$ cat config.mk
export PLATFORM = sky130hd
export DESIGN_NAME = smii_tx_ser
export DESIGN_NICKNAME = d
export VERILOG_FILES = /design/src/rtl/smii_tx_pkg.sv /design/src/rtl/smii_frame_ctr.sv /design/src/rtl/smii_rep_ctr.sv /design/src/rtl/smii_seg_shift.sv /design/src/rtl/smii_tx_ser.sv
export SDC_FILE = /design/constraint.sdc
export NUM_CORES = 1
export LEC_CHECK = 0
export ABC_AREA = 1
export BUFFER_PORTS_ARGS = -buffer_cell sky130_fd_sc_hd__buf_2
export CAP_MARGIN = 20
export CORE_MARGIN = 1.5
export CORE_UTILIZATION = 35
export CTS_CLUSTER_DIAMETER = 30
export DETAILED_ROUTE_END_ITERATION = 16
export SLEW_MARGIN = 20
export SYNTH_ARGS = -nofsm -noshare
export SYNTH_HDL_FRONTEND = slang
export SYNTH_SLANG_ARGS = --single-unit
$ cat constraint.sdc
create_clock -name clk -period 2.33 [get_ports clk]
set_input_delay 0 -clock clk [delete_from_list [all_inputs] [get_ports clk]]
set_output_delay 0 -clock clk [all_outputs]
set_load 0.005 [all_outputs]
$ cat src/rtl/smii_tx_pkg.sv
package smii_tx_pkg;

  typedef enum logic {
    SPD_10M  = 1'b0,
    SPD_100M = 1'b1
  } smii_speed_e;

  // True when a counter value is the last of a span of the given length
  function automatic logic at_last(input int unsigned value, input int unsigned span);
    return value == span - 1;
  endfunction

endpackage

$ cat src/rtl/smii_frame_ctr.sv
module smii_frame_ctr #(
  parameter int unsigned CYC = 10,
  localparam int unsigned CW = $clog2(CYC)
) (
  input  logic clk,
  input  logic rst_n,
  output logic seg_end_o,
  output logic sync_o
);
  import smii_tx_pkg::*;

  logic [CW-1:0] cnt_q;

  assign seg_end_o = at_last(int'(cnt_q), CYC);

  always_ff @(posedge clk or negedge rst_n) begin
    if (!rst_n) begin
      cnt_q  <= '0;
      sync_o <= 1'b0;
    end else begin
      cnt_q  <= seg_end_o ? '0 : cnt_q + 1'b1;
      sync_o <= seg_end_o;
    end
  end
endmodule

$ cat src/rtl/smii_rep_ctr.sv
module smii_rep_ctr #(
  parameter int unsigned REP = 10,
  localparam int unsigned RW = $clog2(REP)
) (
  input  logic                      clk,
  input  logic                      rst_n,
  input  logic                      seg_end_i,
  input  logic                      speed_100_i,
  output logic                      byte_bnd_o,
  output smii_tx_pkg::smii_speed_e  mode_o,
  output logic [RW-1:0]             rep_o
);
  import smii_tx_pkg::*;

  logic rep_done;

  assign rep_done   = at_last(int'(rep_o), REP);
  assign byte_bnd_o = seg_end_i && (mode_o == SPD_100M || rep_done);

  always_ff @(posedge clk or negedge rst_n) begin
    if (!rst_n) begin
      rep_o  <= '0;
      mode_o <= SPD_100M;
    end else if (byte_bnd_o) begin
      rep_o  <= '0;
      mode_o <= speed_100_i ? SPD_100M : SPD_10M;
    end else if (seg_end_i) begin
      rep_o  <= rep_o + 1'b1;
    end
  end
endmodule

$ cat src/rtl/smii_seg_shift.sv
module smii_seg_shift #(
  parameter int unsigned DW = 8,
  localparam int unsigned SW = DW + 2
) (
  input  logic          clk,
  input  logic          rst_n,
  input  logic          seg_end_i,
  input  logic          byte_bnd_i,
  input  logic          tx_en_i,
  input  logic          tx_er_i,
  input  logic [DW-1:0] txd_i,
  output logic          tx_o
);
  logic [SW-1:0] fresh;
  logic [SW-1:0] hold_q;
  logic [SW-1:0] shreg_q;
  logic [SW-1:0] next_seg;

  assign fresh[0] = tx_er_i & tx_en_i;
  assign fresh[1] = tx_en_i;

  for (genvar i = 0; i < DW; i++) begin : g_data
    assign fresh[2+i] = txd_i[i] & tx_en_i;
  end

  assign next_seg = byte_bnd_i ? fresh : hold_q;
  assign tx_o     = shreg_q[0];

  always_ff @(posedge clk or negedge rst_n) begin
    if (!rst_n) begin
      hold_q  <= '0;
      shreg_q <= '0;
    end else begin
      if (byte_bnd_i) hold_q <= fresh;
      if (seg_end_i) shreg_q <= next_seg;
      else           shreg_q <= shreg_q >> 1;
    end
  end
endmodule

$ cat src/rtl/smii_tx_ser.sv
module smii_tx_ser #(
  parameter int unsigned DATA_W   = 8,
  parameter int unsigned REP_SLOW = 10,
  localparam int unsigned SEG_CYC = DATA_W + 2,
  localparam int unsigned RW      = $clog2(REP_SLOW)
) (
  input  logic              clk,
  input  logic              rst_n,
  input  logic              speed_100_i,
  input  logic              tx_en_i,
  input  logic              tx_er_i,
  input  logic [DATA_W-1:0] txd_i,
  output logic              byte_req_o,
  output logic              smii_sync_o,
  output logic              smii_tx_o
);
  import smii_tx_pkg::*;

  // Named internal events, observed by the bound checker
  logic          seg_end;
  logic          byte_bnd;
  smii_speed_e   mode;
  logic [RW-1:0] rep;

  smii_frame_ctr #(.CYC(SEG_CYC)) u_frame (
    .clk       (clk),
    .rst_n     (rst_n),
    .seg_end_o (seg_end),
    .sync_o    (smii_sync_o)
  );

  smii_rep_ctr #(.REP(REP_SLOW)) u_rep (
    .clk         (clk),
    .rst_n       (rst_n),
    .seg_end_i   (seg_end),
    .speed_100_i (speed_100_i),
    .byte_bnd_o  (byte_bnd),
    .mode_o      (mode),
    .rep_o       (rep)
  );

  smii_seg_shift #(.DW(DATA_W)) u_shift (
    .clk        (clk),
    .rst_n      (rst_n),
    .seg_end_i  (seg_end),
    .byte_bnd_i (byte_bnd),
    .tx_en_i    (tx_en_i),
    .tx_er_i    (tx_er_i),
    .txd_i      (txd_i),
    .tx_o       (smii_tx_o)
  );

  assign byte_req_o = byte_bnd;
endmodule

==> impl_metrics.env, run 1 <==
export IMPL_outcome="completed"
export IMPL_hp_start="txd_i[2]"
export IMPL_rows=22
export IMPL_clock_sinks=30
export IMPL_wirelength_mm=2.497
export IMPL_rr_startpoint="u_frame.cnt_q[2]"
export IMPL_fin_ws_ns=0.4413
export IMPL_antenna_left=0
export IMPL_synth_seq_cells=30
export IMPL_setup_viol=0
export IMPL_crit_start="u_frame.cnt_q[2]"
export IMPL_htreeDepth=2
export IMPL_dieHeight_um=65.82
export IMPL_min_path_cells=4
export IMPL_overflow=0
export IMPL_yosys_warnings=0
export IMPL_drcViolationCount=0
export IMPL_start_util_pct=37.17
export IMPL_design_area_um2=1588
export IMPL_rsz0062_at_grt="false"
export IMPL_multi_input_area_um2=503.0
export IMPL_clk_latency_ns=0.29
export IMPL_ios=16
export IMPL_grt_pass1_vias=989
export IMPL_die_w_um=65.82
export IMPL_arrival_ns=1.89
export IMPL_dr_pass1_iters=4
export IMPL_min_to="u_shift.hold_q[4]"
export IMPL_setup_worst_path_end_class="primary output"
export IMPL_final_common_cell="nand2_1"
export IMPL_final_nets=187
export IMPL_drtIter0Drc=28
export IMPL_grt_max_degree=31
export IMPL_routed_via_density=4.516
export IMPL_drv_slew=0
export IMPL_numPortBuffers=15
export IMPL_fin_crit_sh_pct=81.06
export IMPL_clk_root_buffer_cell="clkbuf_8"
export IMPL_fin_tns_setup_ns=0
export IMPL_final_min_clock_period_ns=1.889
export IMPL_routabilityCongestion=0.7821
export IMPL_cts_tree="done"
export IMPL_grt_usage_pct=14.01
export IMPL_dp_hpwl_mm=1.710
export IMPL_max_slew_margin_rel_pct=56.59
export IMPL_syn_avg_cell_area_um2=9.088
export IMPL_critPathKind="reg2out"
export IMPL_r2r_end="u_shift.shreg_q[1]"
export IMPL_required_ns=2.33
export IMPL_vias=998
export IMPL_hold_violations=0
export IMPL_drive_gt1_share_pct=19.08
export IMPL_post_place_ws_ns=0.5928
export IMPL_placed_cell_area_um2=1476
export IMPL_postCtsSetupBuffers=0
export IMPL_syn_nets=167
export IMPL_power_density_nw_per_um2=746.4
export IMPL_cts_buffers_inserted=5
export IMPL_cap_viol_max_count=0
export IMPL_fmax_ghz=0.5295
export IMPL_netlist_area_um2=1381
export IMPL_p_total_mw=1.185
export IMPL_r2r_setup_slack_ns=0.61
export IMPL_ff_latch_area_um2=752.0
export IMPL_syn_to_final_growth_pct=14.95
export IMPL_power_leakage_nw=0.8712
export IMPL_wl_per_cell_um=11.30
export IMPL_clock_skew_ns=0.007322
export IMPL_clock_path_buffers=2
export IMPL_crit_path_max_fanout=13
export IMPL_critPathLaunchType="register"
export IMPL_tightest_slew_ns=0.6512
export IMPL_antenna_found_initial=0
export IMPL_core_um2=3716
export IMPL_syn_instance_count=152
export IMPL_grt_first_pass_wirelength_mm=4.450
export IMPL_hold_class="in2reg"
export IMPL_fillerInstances=392
export IMPL_die_area_um2=4332
export IMPL_synth_distinct_cells=24
export IMPL_antenna_cells=0
export IMPL_seq_area_frac_synth_pct=54.44
export IMPL_final_cell_mix="nand2_1 (51), dfrtp_1 (29), nand3_1 (20), inv_1 (16), buf_2 (15)"
export IMPL_worstRegToRegCells=8
export IMPL_peakVddDrop_mv=0.3192
export IMPL_cts_clk_slew_worst_paths_ns=0.07
routing by layer:
metal  wire length (um)  GRT usage [%]
met4                 79          9.375
met3                 85          3.578
met5                  0              0
met2               1100          20.83
met1               1232          17.83
worst max-delay path: stages, from the launching register on:
cell and delay, ns:
dfrtp_1 0.37, inv_1 0.07, nand2_1 0.08, nor2_2 0.37
nand2_1 0.38, inv_1 0.19, buf_2 0.13
how the worst max path moves through the flow:
stage / to / slack (ns) / cells past startpoint
floorplan: u_shift.hold_q[0] / 1.01 / 7
global placement: u_shift.shreg_q[1] / 0.69 / 8
detailed placement: u_shift.shreg_q[1] / 0.59 / 8
CTS: byte_req_o / 0.39 / 6
global route: byte_req_o / 0.19 / 6
finish: byte_req_o / 0.44 / 6
area by class of cell:
type                       count  share of cell area, %
clock inverter                 1                 0.3152
timing repair buffer          20                  7.407
inverter                      17                  4.019
sequential                    30                  47.36
clock buffer                   7                  5.437
tap                           48                  3.783
multi-input combinational     98                  31.68
cells in the mapped netlist:
master / instances / area share [%]
nand2_1: 51 / 14
dfrtp_1: 29 / 53
nand3_1: 20 / 7.2
inv_1: 16 / 4.3
and2_1: 8 / 3.6
buf_4: 3 / 1.6
nor2_1: 3 / 0.82
o21ai_0: 3 / 1.1
a21oi_1: 2 / 0.72
ha_1: 2 / 1.8
nand3_4: 2 / 2.5
a21oi_2: 1 / 0.63
buf_12: 1 / 1.4
buf_2: 1 / 0.36
buf_6: 1 / 0.82
clkbuf_1: 1 / 0.27
dfstp_2: 1 / 1.9
inv_2: 1 / 0.27
nand3_2: 1 / 0.72
nand3b_4: 1 / 1.4
nor2_2: 1 / 0.45
o21ai_1: 1 / 0.36
o22ai_1: 1 / 0.45
xor2_1: 1 / 0.63
cell families (layout without fill, tap and decap cells):
family	Yosys count	after routing	synth area share (%)
simple gates	87	87	30.71
flops	30	30	54.44
buf+inv	24	45	9.148
compound gates	8	8	3.261
fa+ha+maj	2	2	1.811
xor+xnor	1	1	0.6342
repair_timing:
item                      CTS  global route
gates resized for setup     0             0
hold endpoints to repair   30             0
hold buffers                2             0
registers in the layout, summed over array words and instances, names as in the netlist:
signal and count:
u_rep.mode_o 1, u_rep.rep_o 4, u_shift.hold_q 10, u_frame.cnt_q 4
u_shift.shreg_q 10, u_frame.sync_o 1
per-stage QoR:
step           instances  utilization, %  hold WS (ns)
2_1_floorplan        152               -       -0.2956
3_3_place_gp         211           39.73       0.06691
3_5_place_dp         211           39.73       0.07179
4_1_cts              221           42.73       0.06876
5_1_grt              221           42.73        0.1028
6_report             221           42.73       0.07221
power breakdown:
part           internal [mW]  switching (mW)  total (mW)
Combinational         0.0732           0.105       0.178
Sequential             0.562          0.0129       0.575
Clock                  0.238           0.194       0.432
Note: power is estimated with default switching activity, not from simulation.
==> run 2, diff against run 1 <==
==> constraint.sdc (replaced) <==
create_clock -name clk -period 1.7 [get_ports clk]
set_input_delay 0 -clock clk [delete_from_list [all_inputs] [get_ports clk]]
set_output_delay 0 -clock clk [all_outputs]
set_load 0.005 [all_outputs]
==> run 2 against run 1 <==
Cell area is 1.4% higher; global-route usage is 0.40 points lower; first-iteration DRC count is 18% higher; clock skew is 0.00068 ns lower; via count is 3.1% higher.
==> impl_metrics.env, run 2 (synthesis results as in run 1) <==
export IMPL_power_leakage_nw=0.8847
export IMPL_cts_resized=0
export IMPL_clk_latency_ns=0.28
export IMPL_drtIter0Drc=33
export IMPL_outcome="completed"
export IMPL_dieHeight_um=65.82
export IMPL_p_total_mw=1.624
export IMPL_hp_start="txd_i[7]"
export IMPL_grt_first_pass_wirelength_mm=4.333
export IMPL_power_switching_mw=0.4190
export IMPL_dr_pass1_iters=4
export IMPL_grt_pass1_vias=1002
export IMPL_worstPathCellList="ha_1 -> nand3_1 -> nand2_1 -> nand2_1 -> buf_4 -> inv_1 -> buf_2"
export IMPL_die_w_um=65.82
export IMPL_die_area_um2=4332
export IMPL_cts_clk_slew_worst_paths_ns=0.06
export IMPL_cap_viol_max_count=0
export IMPL_min_path_cells=4
export IMPL_p_sw_share_pct=25.79
export IMPL_setup_viol=0
export IMPL_dp_hpwl_mm=1.740
export IMPL_drcViolationCount=0
export IMPL_r2r_end="u_shift.hold_q[3]"
export IMPL_grt_max_degree=31
export IMPL_rr_startpoint="u_rep.rep_o[1]"
export IMPL_syn_to_final_growth_pct=16.58
export IMPL_cts_buffers_inserted=5
export IMPL_tightest_slew_ns=0.6565
export IMPL_clockPowerShare_pct=35.8
export IMPL_vias=1029
export IMPL_reg_largest_list="u_shift.hold_q: 10 flops, u_shift.shreg_q: 10 flops"
export IMPL_cpMostUsedCell="nand2_1"
export IMPL_postCtsSetupBuffers=0
export IMPL_setup_worst_path_end_class="primary output"
export IMPL_rows=22
export IMPL_max_slew_margin_rel_pct=56.23
export IMPL_arrival_ns=1.55
export IMPL_routed_via_density=4.594
export IMPL_required_ns=1.70
export IMPL_min_to="u_shift.shreg_q[9]"
export IMPL_crit_path_max_fanout=7
export IMPL_slowest_stage="dfrtp_1"
export IMPL_power_internal_mw=1.205
export IMPL_grt_usage_pct=13.61
export IMPL_r2r_setup_slack_ns=0.27
export IMPL_clock_skew_ns=0.006640
export IMPL_hold_violations=0
export IMPL_crit_start="u_rep.rep_o[0]"
export IMPL_hold_class="in2reg"
export IMPL_fillerInstances=381
export IMPL_drive_gt1_share_pct=20.45
export IMPL_final_cell_mix="nand2_1 (51), dfrtp_1 (29), nand3_1 (20), inv_1 (16), buf_2 (15)"
export IMPL_power_density_nw_per_um2=1009
export IMPL_ios=16
export IMPL_htreeDepth=2
export IMPL_final_common_cell="nand2_1"
export IMPL_antenna_cells=0
export IMPL_drv_slew=0
export IMPL_power_frac_seq_pct=48.5
export IMPL_clock_path_buffers=2
export IMPL_cts_tree="done"
export IMPL_critPathLaunchType="register"
export IMPL_start_util_pct=37.17
export IMPL_final_nets=190
export IMPL_p_comb_share_pct=15.7
export IMPL_fin_crit_sh_pct=90.96
export IMPL_cp_slowest_stage_delay_ns=0.43
export IMPL_routabilityCongestion=0.7444
export IMPL_wl_per_cell_um=10.93
export IMPL_numPortBuffers=15
export IMPL_peakVddDrop_mv=0.5633
export IMPL_clk_root_buffer_cell="clkbuf_8"
export IMPL_rsz0062_at_grt="false"
export IMPL_overflow=0
export IMPL_final_min_clock_period_ns=1.546
export IMPL_critPathKind="reg2out"
export IMPL_postCtsHoldBufs=2
export IMPL_worstRegToRegCells=7
export IMPL_fin_tns_setup_ns=0
export IMPL_antenna_left=0
export IMPL_core_um2=3716
export IMPL_wirelength_mm=2.449
export IMPL_antenna_found_initial=0
export IMPL_clock_sinks=30
export IMPL_fmax_ghz=0.6467
run 2: layout make-up:
cell class | count | area [um^2] | area share [%]
clock buffers | 7 | 86.33 | 5.361
well taps | 48 | 60.06 | 3.730
flip-flops and latches | 30 | 752.0 | 46.70
repair buffers | 23 | 140.1 | 8.702
multi-input cells | 98 | 503.0 | 31.24
clock inverters | 1 | 5.005 | 0.3108
inverters | 17 | 63.81 | 3.963
run 2: power by group through the flow:
stage	registers [mW]	logic, mW	clock network, mW
after floorplan	0.797	0.179	0
after global placement	0.799	0.250	0
after detailed placement	0.801	0.258	0
after CTS	0.788	0.262	0.593
after global routing	0.793	0.298	0.632
final	0.788	0.255	0.581
run 2: through the flow:
stage | instances | hold slack, ns | util (%) | area [um^2] | setup WS [ns]
2_1_floorplan | 152 | -0.2956 | - | 1381 | 0.3803
3_3_place_gp | 214 | 0.07019 | 40.34 | 1499 | 0.2909
3_5_place_dp | 214 | 0.07474 | 40.34 | 1499 | 0.2640
4_1_cts | 224 | 0.07078 | 43.33 | 1610 | 0.1284
5_1_grt | 224 | 0.08308 | 43.33 | 1610 | 0.02052
6_report | 224 | 0.07813 | 43.33 | 1610 | 0.1537
run 2: critical path: cells and delay by family (launching register included):
kind                     cells  cell delay, ns
buffers and inverters        3            0.34
adder cells (fa/ha/maj)      1            0.22
AND/OR/NAND/NOR              3            0.27
flip-flops                   1            0.43
run 2: worst max path at each step:
stage                               endpoint  slack (ns)  depth (start not counted)
final                             byte_req_o        0.15                          7
after global routing              byte_req_o        0.02                          7
after CTS                         byte_req_o        0.13                          7
after detailed placement  u_shift.shreg_q[8]        0.26                          8
after global placement     u_shift.hold_q[3]        0.29                          7
after floorplan            u_shift.hold_q[0]        0.38                          7
run 2: layer usage:
metal,GRT usage (%),share of wire (%)
met1,16.21,48
met2,21.72,46
met3,5.111,3.8
met4,6.250,1.9
met5,0,0
